$ cat config.mk
export PLATFORM = sky130hd
export DESIGN_NAME = hb_window_supervisor
export DESIGN_NICKNAME = d
export VERILOG_FILES = /design/src/rtl/hbw_pkg.sv /design/src/rtl/hbw_sync_edge.sv /design/src/rtl/hbw_interval_ctr.sv /design/src/rtl/hb_window_supervisor.sv
export SDC_FILE = /design/constraint.sdc
export NUM_CORES = 1
export LEC_CHECK = 0
export ABC_CLOCK_PERIOD_IN_PS = 4730
export BUFFER_PORTS_ARGS = -buffer_cell sky130_fd_sc_hd__buf_2
export CELL_PAD_IN_SITES_DETAIL_PLACEMENT = 2
export CELL_PAD_IN_SITES_GLOBAL_PLACEMENT = 2
export CORE_MARGIN = 2
export CORE_UTILIZATION = 42
export DETAILED_ROUTE_END_ITERATION = 16
export PLACE_DENSITY = 0.8
export RECOVER_POWER = 25
export SLEW_MARGIN = 20
export SYNTH_ARGS = -nofsm -noshare
export SYNTH_HDL_FRONTEND = slang
export SYNTH_SLANG_ARGS = --single-unit
$ cat constraint.sdc
create_clock -name clk -period 4.73 [get_ports clk]
set_clock_uncertainty 0.15 [all_clocks]
set_input_delay 0.946 -clock clk [delete_from_list [all_inputs] [get_ports clk]]
set_output_delay 0.946 -clock clk [all_outputs]
set_load 0.05 [all_outputs]
$ cat src/rtl/hbw_pkg.sv
package hbw_pkg;

    typedef enum logic [1:0] {
        ST_GRACE = 2'd0,
        ST_ARM   = 2'd1,
        ST_WATCH = 2'd2,
        ST_PULSE = 2'd3
    } hbw_state_e;

    localparam logic [1:0] CAUSE_NONE  = 2'b00;
    localparam logic [1:0] CAUSE_EARLY = 2'b01;
    localparam logic [1:0] CAUSE_MISS  = 2'b10;

endpackage

$ cat src/rtl/hbw_sync_edge.sv
module hbw_sync_edge #(
    parameter int STAGES = 2
) (
    input  logic clk,
    input  logic rst_n,
    input  logic async_in,
    output logic edge_o
);
    // STAGES flops for metastability, plus one more to hold the previous level
    logic [STAGES:0] pipe;

    always_ff @(posedge clk or negedge rst_n) begin
        if (!rst_n) pipe <= '0;
        else        pipe <= {pipe[STAGES-1:0], async_in};
    end

    assign edge_o = pipe[STAGES] ^ pipe[STAGES-1];

endmodule

$ cat src/rtl/hbw_interval_ctr.sv
module hbw_interval_ctr #(
    parameter int W = 8
) (
    input  logic         clk,
    input  logic         rst_n,
    input  logic         restart,
    output logic [W-1:0] cnt
);
    // cnt holds the number of cycles since the last restart, counting the current one
    always_ff @(posedge clk or negedge rst_n) begin
        if (!rst_n)       cnt <= W'(1);
        else if (restart) cnt <= W'(1);
        else              cnt <= cnt + W'(1);
    end

endmodule

$ cat src/rtl/hb_window_supervisor.sv
module hb_window_supervisor
    import hbw_pkg::*;
#(
    parameter int CLK_HZ     = 50_000_000,
    parameter int GRACE_MS   = 3000,
    parameter int NOMINAL_MS = 500,
    parameter int TOL_MS     = 75,
    parameter int RST_TICKS  = 16,
    parameter int SYNC_FLOPS = 2
) (
    input  logic       clk,
    input  logic       por_n,
    input  logic       hb_in,
    output logic       cpu_rst,
    output logic [1:0] fault_code
);
    localparam int TICKS_PER_MS = CLK_HZ / 1000;
    localparam int GRACE_T      = TICKS_PER_MS * GRACE_MS;
    localparam int EARLY_T      = TICKS_PER_MS * (NOMINAL_MS - TOL_MS);
    localparam int LATE_T       = TICKS_PER_MS * (NOMINAL_MS + TOL_MS);
    localparam int MAX_A        = (GRACE_T > LATE_T) ? GRACE_T : LATE_T;
    localparam int MAX_T        = (MAX_A > RST_TICKS) ? MAX_A : RST_TICKS;
    localparam int CW           = $clog2(MAX_T + 1) + 1;

    localparam logic [CW-1:0] GRACE_C = CW'(GRACE_T);
    localparam logic [CW-1:0] EARLY_C = CW'(EARLY_T);
    localparam logic [CW-1:0] LATE_C  = CW'(LATE_T);
    localparam logic [CW-1:0] PULSE_C = CW'(RST_TICKS);

    hbw_state_e    state, state_n;
    logic          hb_edge;
    logic          restart;
    logic [CW-1:0] tick_cnt;
    logic [1:0]    cause_n;
    logic          rst_q;
    logic [1:0]    code_q;

    hbw_sync_edge #(.STAGES(SYNC_FLOPS)) u_sync (
        .clk     (clk),
        .rst_n   (por_n),
        .async_in(hb_in),
        .edge_o  (hb_edge)
    );

    hbw_interval_ctr #(.W(CW)) u_ctr (
        .clk    (clk),
        .rst_n  (por_n),
        .restart(restart),
        .cnt    (tick_cnt)
    );

    // next-state and transition decode
    always_comb begin
        state_n = state;
        restart = 1'b0;
        cause_n = CAUSE_NONE;
        unique case (state)
            ST_GRACE: begin
                if (tick_cnt == GRACE_C) begin
                    state_n = ST_ARM;
                    restart = 1'b1;
                end
            end
            ST_ARM: begin
                if (hb_edge) begin
                    state_n = ST_WATCH;
                    restart = 1'b1;
                end else if (tick_cnt == LATE_C) begin
                    state_n = ST_PULSE;
                    restart = 1'b1;
                    cause_n = CAUSE_MISS;
                end
            end
            ST_WATCH: begin
                if (hb_edge) begin
                    restart = 1'b1;
                    if (tick_cnt < EARLY_C) begin
                        state_n = ST_PULSE;
                        cause_n = CAUSE_EARLY;
                    end
                end else if (tick_cnt == LATE_C) begin
                    state_n = ST_PULSE;
                    restart = 1'b1;
                    cause_n = CAUSE_MISS;
                end
            end
            ST_PULSE: begin
                if (tick_cnt == PULSE_C) begin
                    state_n = ST_GRACE;
                    restart = 1'b1;
                end
            end
        endcase
    end

    // state register
    always_ff @(posedge clk or negedge por_n) begin
        if (!por_n) state <= ST_GRACE;
        else        state <= state_n;
    end

    // registered outputs
    always_ff @(posedge clk or negedge por_n) begin
        if (!por_n) begin
            rst_q  <= 1'b0;
            code_q <= CAUSE_NONE;
        end else begin
            rst_q <= (state_n == ST_PULSE);
            if (cause_n != CAUSE_NONE) code_q <= cause_n;
        end
    end

    assign cpu_rst    = rst_q;
    assign fault_code = code_q;

endmodule

# Word-level counts from Yosys, hierarchy flattened
# Index checks and enable logic that the tools add are counted.
# classes
shift	0
n_div	0
n_eq_ne	7
muxes	18
order_cmp	1
reduce_logical	3
n_addsub	1
bitwise	1
n_mul	0
# ops
cell	n
adder 29 x 1 -> 29 bit (second input constant)	1
equality test 29 x 25 -> 1 bit (second input constant)	1
equality test 29 x 28 -> 1 bit (second input constant)	1
equality test 29 x 5 -> 1 bit (second input constant)	1
< comparator 29 x 25 -> 1 bit (second input constant)	1
2-to-1 mux 29 bit	1
2-to-1 mux 2 bit	9
one-hot mux 2 bit (4 select lines)	1
equality test 2 bit (second input constant)	3
2-to-1 mux 1 bit	5
one-hot mux 2 bit (2 select lines)	1
one-hot mux 1 bit (3 select lines)	1
equality test 2 x 1 -> 1 bit (second input constant)	1
zero test 2 bit	1
nonzero test 2 bit	1
OR reduction 2 bit	1
XOR 1 bit	1
# totals
mem_bits_rw	0
latch_bits	0
reg_bits	37
output_inout_bits	3
romBits	0
mem_count	0
elab_cells	36

# Logic depth before layout (Yosys ltp)
# depth
word_depth	5
mapped_depth	10
depth_no_buf	8

# Hierarchy
# Synthesis repeated with hierarchy kept, for this count alone.
# hier_totals
cells_unflattened	239
area_unflattened_um2	2278.4
# by_module_without_submodules
mod	area_each_um2	n_inst	seq_area_each_um2	cells_each
hbw_interval_ctr	1549.0	1	726.9	158
hb_window_supervisor	645.6	1	125.1	77
hbw_sync_edge	83.8	1	75.1	4

# Least setup slack after synthesis
# Ideal clock, no wire load.
# synth_timing
path_type	register to register
start	reg u_ctr.cnt[7]
end	reg rst_q, in the netlist cpu_rst
arrival_time_ns	2.069
setup_time_ns	0.126
path_buffers	1
setup_slack_ns	2.385
period_less_slack_ns	2.345
path_stages_with_launch	8
path_cell_list	dfrtp_1 -> buf_4 -> nand4_1 -> or4_1 -> o41ai_2 -> nor2_1 -> or4_4 -> o311a_1
# synth_via
elab_chain_cells	5
elab_cells_between_ends	12
# synth_lines
element	line_no	text
start: declaration	hbw_interval_ctr.sv:7	output logic [W-1:0] cnt
start signal: assignment	hbw_interval_ctr.sv:13	else cnt <= cnt + W'(1);
< comparator 29 x 25 -> 1 bit / equality test 29 x 25 -> 1 bit (equally long branches)	hb_window_supervisor.sv:77, hb_window_supervisor.sv:68, hb_window_supervisor.sv:81	
2-to-1 mux 2 bit, on equally long branches	hb_window_supervisor.sv:77, hb_window_supervisor.sv:68, hb_window_supervisor.sv:81	
2-to-1 mux 2 bit, on equally long branches	hb_window_supervisor.sv:75, hb_window_supervisor.sv:65	
one-hot mux 2 bit (4 select lines) *	hb_window_supervisor.sv:57	unique case (state)
via state_n[1]	hb_window_supervisor.sv:30	hbw_state_e state, state_n;
equality test 2 bit *	hb_window_supervisor.sv:108	rst_q <= (state_n == ST_PULSE);
end signal: assignment	hb_window_supervisor.sv:108	
end: declaration	hb_window_supervisor.sv:35	logic rst_q;
# The timed path passes the listed nets; every way through them passes the cells marked *.
# A chain may end at the register's enable or synchronous reset.

# Worst setup path after layout
# layout_timing
start	reg u_ctr.cnt[1]
end	reg rst_q, in the netlist cpu_rst
# Same word-level chain as after synthesis.

==> impl_metrics.py <==
metrics = {
    "routing": {
        "drtIter0Drc": 64,
        "route.detailed.drc": 0,
        "detail-route-antenna-nets": 0,
        "wl_per_cell_um": 19.57,
        "via_per_inst": 5.793,
        "wirelength_mm": 5.480,
        "vias": 1622,
        "first_pass_iters": 4,
    },
    "critical_path": {
        "r2r_cells": 8,
        "rrSetupSlack_ns": 1.91,
        "start_kind": "register",
        "crit_fanout": 3,
        "crit_arrival_ns": 2.84,
        "crit_type": "reg -> reg",
        "r2r_end": "cpu_rst",
        "crit_path_end": "cpu_rst",
        "r2r_start": "u_ctr.cnt[1]",
        "critPathCaptureType": "register",
        "cp_data_required_time_ns": 4.75,
        "critPathLaunch": "u_ctr.cnt[1]",
    },
    "clocking": {
        "cts_tree": "done",
        "clk_latency_ns": 0.30,
        "cts.path.max_buffers": 2,
        "cts.sinks": 37,
        "cts-htree-levels": 2,
        "cts_resized": 0,
        "holdBufCountCts": 0,
        "clock-root-buffer": "clkbuf_8",
        "post_cts_buffers": 0,
        "clkTransAtPathRegs_ns": 0.08,
        "cts_made_buffers": 5,
    },
    "logic_synthesis": {
        "synth-adder-area-share_pct": 4.329,
        "postSynthCellCount": 217,
        "synthArstFlopShare_pct": 100.0,
        "synth_edf_count": 0,
        "synth-simple-area-share_pct": 29.25,
        "ys_ff_latch": 37,
        "synth_top_family_by_area": "simple AND/OR/NAND/NOR gates",
        "syn_area_um2": 2023,
        "ys_warn_count": 0,
        "synth_xor_area_share_pct": 12.55,
        "synthDistinctLibCells": 37,
        "yosys-top-cells-area": "dfrtp_1, nor2_1, xor2_1",
        "synth_fp_nets": 227,
        "yosys.area.top_type": "dfrtp_1",
        "synth_top_area_share_pct": 44.53,
        "synth.avg_cell_area_um2": 9.323,
        "synth_flop_cell": "dfrtp_1",
        "synth.area.mux_share_pct": 0,
        "synth-compound-area-share_pct": 5.813,
        "ys_seq_area_share_pct": 45.83,
    },
    "timing": {
        "timing.final.crit_share_pct": 59.65,
        "hold_violations": 0,
        "slew_violations": 38,
        "fmax_ghz": 0.3544,
        "tns_ns": 0,
        "rsz0062_at_grt": "no",
        "period_needed_ns": 2.821,
        "setup_viol": 0,
        "timing.hold.ws_ns": 0.2579,
        "worstMarginPinSlew_ns": 1.970,
        "slew_headroom_pct": -31.34,
    },
    "cells_and_area": {
        "final_cell_mix": "nor2_1, dfrtp_1, nand2_1",
        "final_common_cell": "nor2_1",
        "final_core_util_pct": 46.67,
        "nets": 235,
        "area_growth_pct": 8.225,
        "design_area_um2": 2190,
        "layout-drive-gt1-share_pct": 8.407,
        "diodes": 0,
    },
    "placement": {
        "place.gp.congestion": 0.9001,
        "place_hpwl_mm": 4.069,
        "io_buffers": 5,
        "place_area_um2": 2101,
    },
    "grt": {
        "grt_pass1_vias": 1796,
        "grt_max_degree": 38,
        "grt.total_usage_pct": 23.19,
        "grt_pass1_wl_mm": 9.308,
        "grt_antenna_before_repair": 0,
        "grt_remaining_overflow": 0,
    },
    "die": {
        "die_w_um": 73.41,
        "initial_core_util_pct": 43.12,
        "core_um2": 4692,
        "dieHeight_um": 73.41,
        "dieArea_um2": 5388,
        "rows": 25,
        "io_pins": 6,
    },
    "power": {
        "power.leakage_nw": 0.9782,
        "ir_drop_v": 0.0001662,
        "power.density_nw_per_um2": 252.8,
    },
    "run": {
        "maxCapViolCount": 1,
    },
    "run_status": {
        "failed_checks": "capacitance limit, slew limit",
        "outcome": "complete, but fails checks",
    },
    "hold_path": {
        "hold_path.class": "reg -> reg",
    },
}
-- per-stage QoR --
step | power, mW | cells | setup WS, ns
final | 0.5535 | 280 | 1.909
after global routing | 0.5738 | 280 | 1.687
after CTS | 0.5596 | 280 | 1.889
after detailed placement | 0.3348 | 272 | 2.024
after global placement | 0.3338 | 272 | 2.119
after floorplan | 0.3264 | 217 | 2.385
-- Yosys cell counts (all sizes together), types with 2 or more instances --
cell type and number:
a21oi 2, and2 3, and3 3, and4 2
buf 4, dfrtp 36, ha 7, inv 5
nand2 20, nand2b 3, nand3 10, nand4 8
nand4b 2, nor2 43, nor2b 2, nor3 10
nor3b 3, nor4 3, o211ai 3, o21ai 2
or3b 2, or4 4, xnor2 14, xor2 15
-- registers in the layout, indices dropped and copies added, names as in the netlist --
| register | cells |
|---|---|
| cpu_rst | 1 |
| fault_code | 2 |
| state | 2 |
| u_ctr.cnt | 29 |
| u_sync.pipe | 3 |
-- critical path: stages (launching register included) --
cell and delay [ns]:
dfrtp_1 0.40, inv_1 0.06, ha_1 0.13, nor4b_1 0.46, nand4_1 0.25, nor3_1 0.44, nor3_1 0.12, or4_4 0.54
o311a_1 0.14
-- cell type report --
class                           instances  area (um2)
Sequential cell                        37       927.1
Inverter                                5       18.77
Multi-Input combinational cell        170        1055
Clock inverter                          3       21.27
Tap cell                               54       67.56
Clock buffer                            5       68.82
Fill cell                             538        2502
Timing Repair Buffer                    6       31.28
-- how the worst min path moves through the flow --
stage / startpoint / end / slack, ns / cells past startpoint
CTS: u_sync.pipe[0] / u_sync.pipe[1] / 0.25 / 0
floorplan: u_sync.pipe[0] / u_sync.pipe[1] / 0.18 / 0
detailed placement: u_sync.pipe[0] / u_sync.pipe[1] / 0.24 / 0
finish: u_sync.pipe[0] / u_sync.pipe[1] / 0.26 / 0
global placement: u_sync.pipe[0] / u_sync.pipe[1] / 0.18 / 0
global route: u_sync.pipe[0] / u_sync.pipe[1] / 0.27 / 0
-- cells by family (layout without fill, tap and decap cells) --
| group | after synthesis | after routing |
|---|---|---|
| flops | 37 | 37 |
| compound gates | 15 | 15 |
| simple gates | 119 | 119 |
| fa+ha+maj | 7 | 7 |
| buf+inv | 10 | 19 |
| xor+xnor | 29 | 29 |
-- routing by layer --
metal | part of all wire, % | vias up | track usage, %
li1 | - | 762 | -
met1 | 45 | 831 | 30.29
met2 | 51 | 21 | 38.54
met3 | 2.3 | 8 | 4.252
met4 | 1.6 | 0 | 8.283
met5 | 0 | - | 0
-- power breakdown --
group          internal, mW  leakage (nW)  switching (mW)  total (mW)
clock                 0.104        0.0445           0.121       0.226
combinational       0.00145         0.437         0.00756     0.00901
sequential            0.317         0.497         0.00122       0.319
total                 0.423         0.978           0.130       0.554
Power figures use the tool's default switching activity.
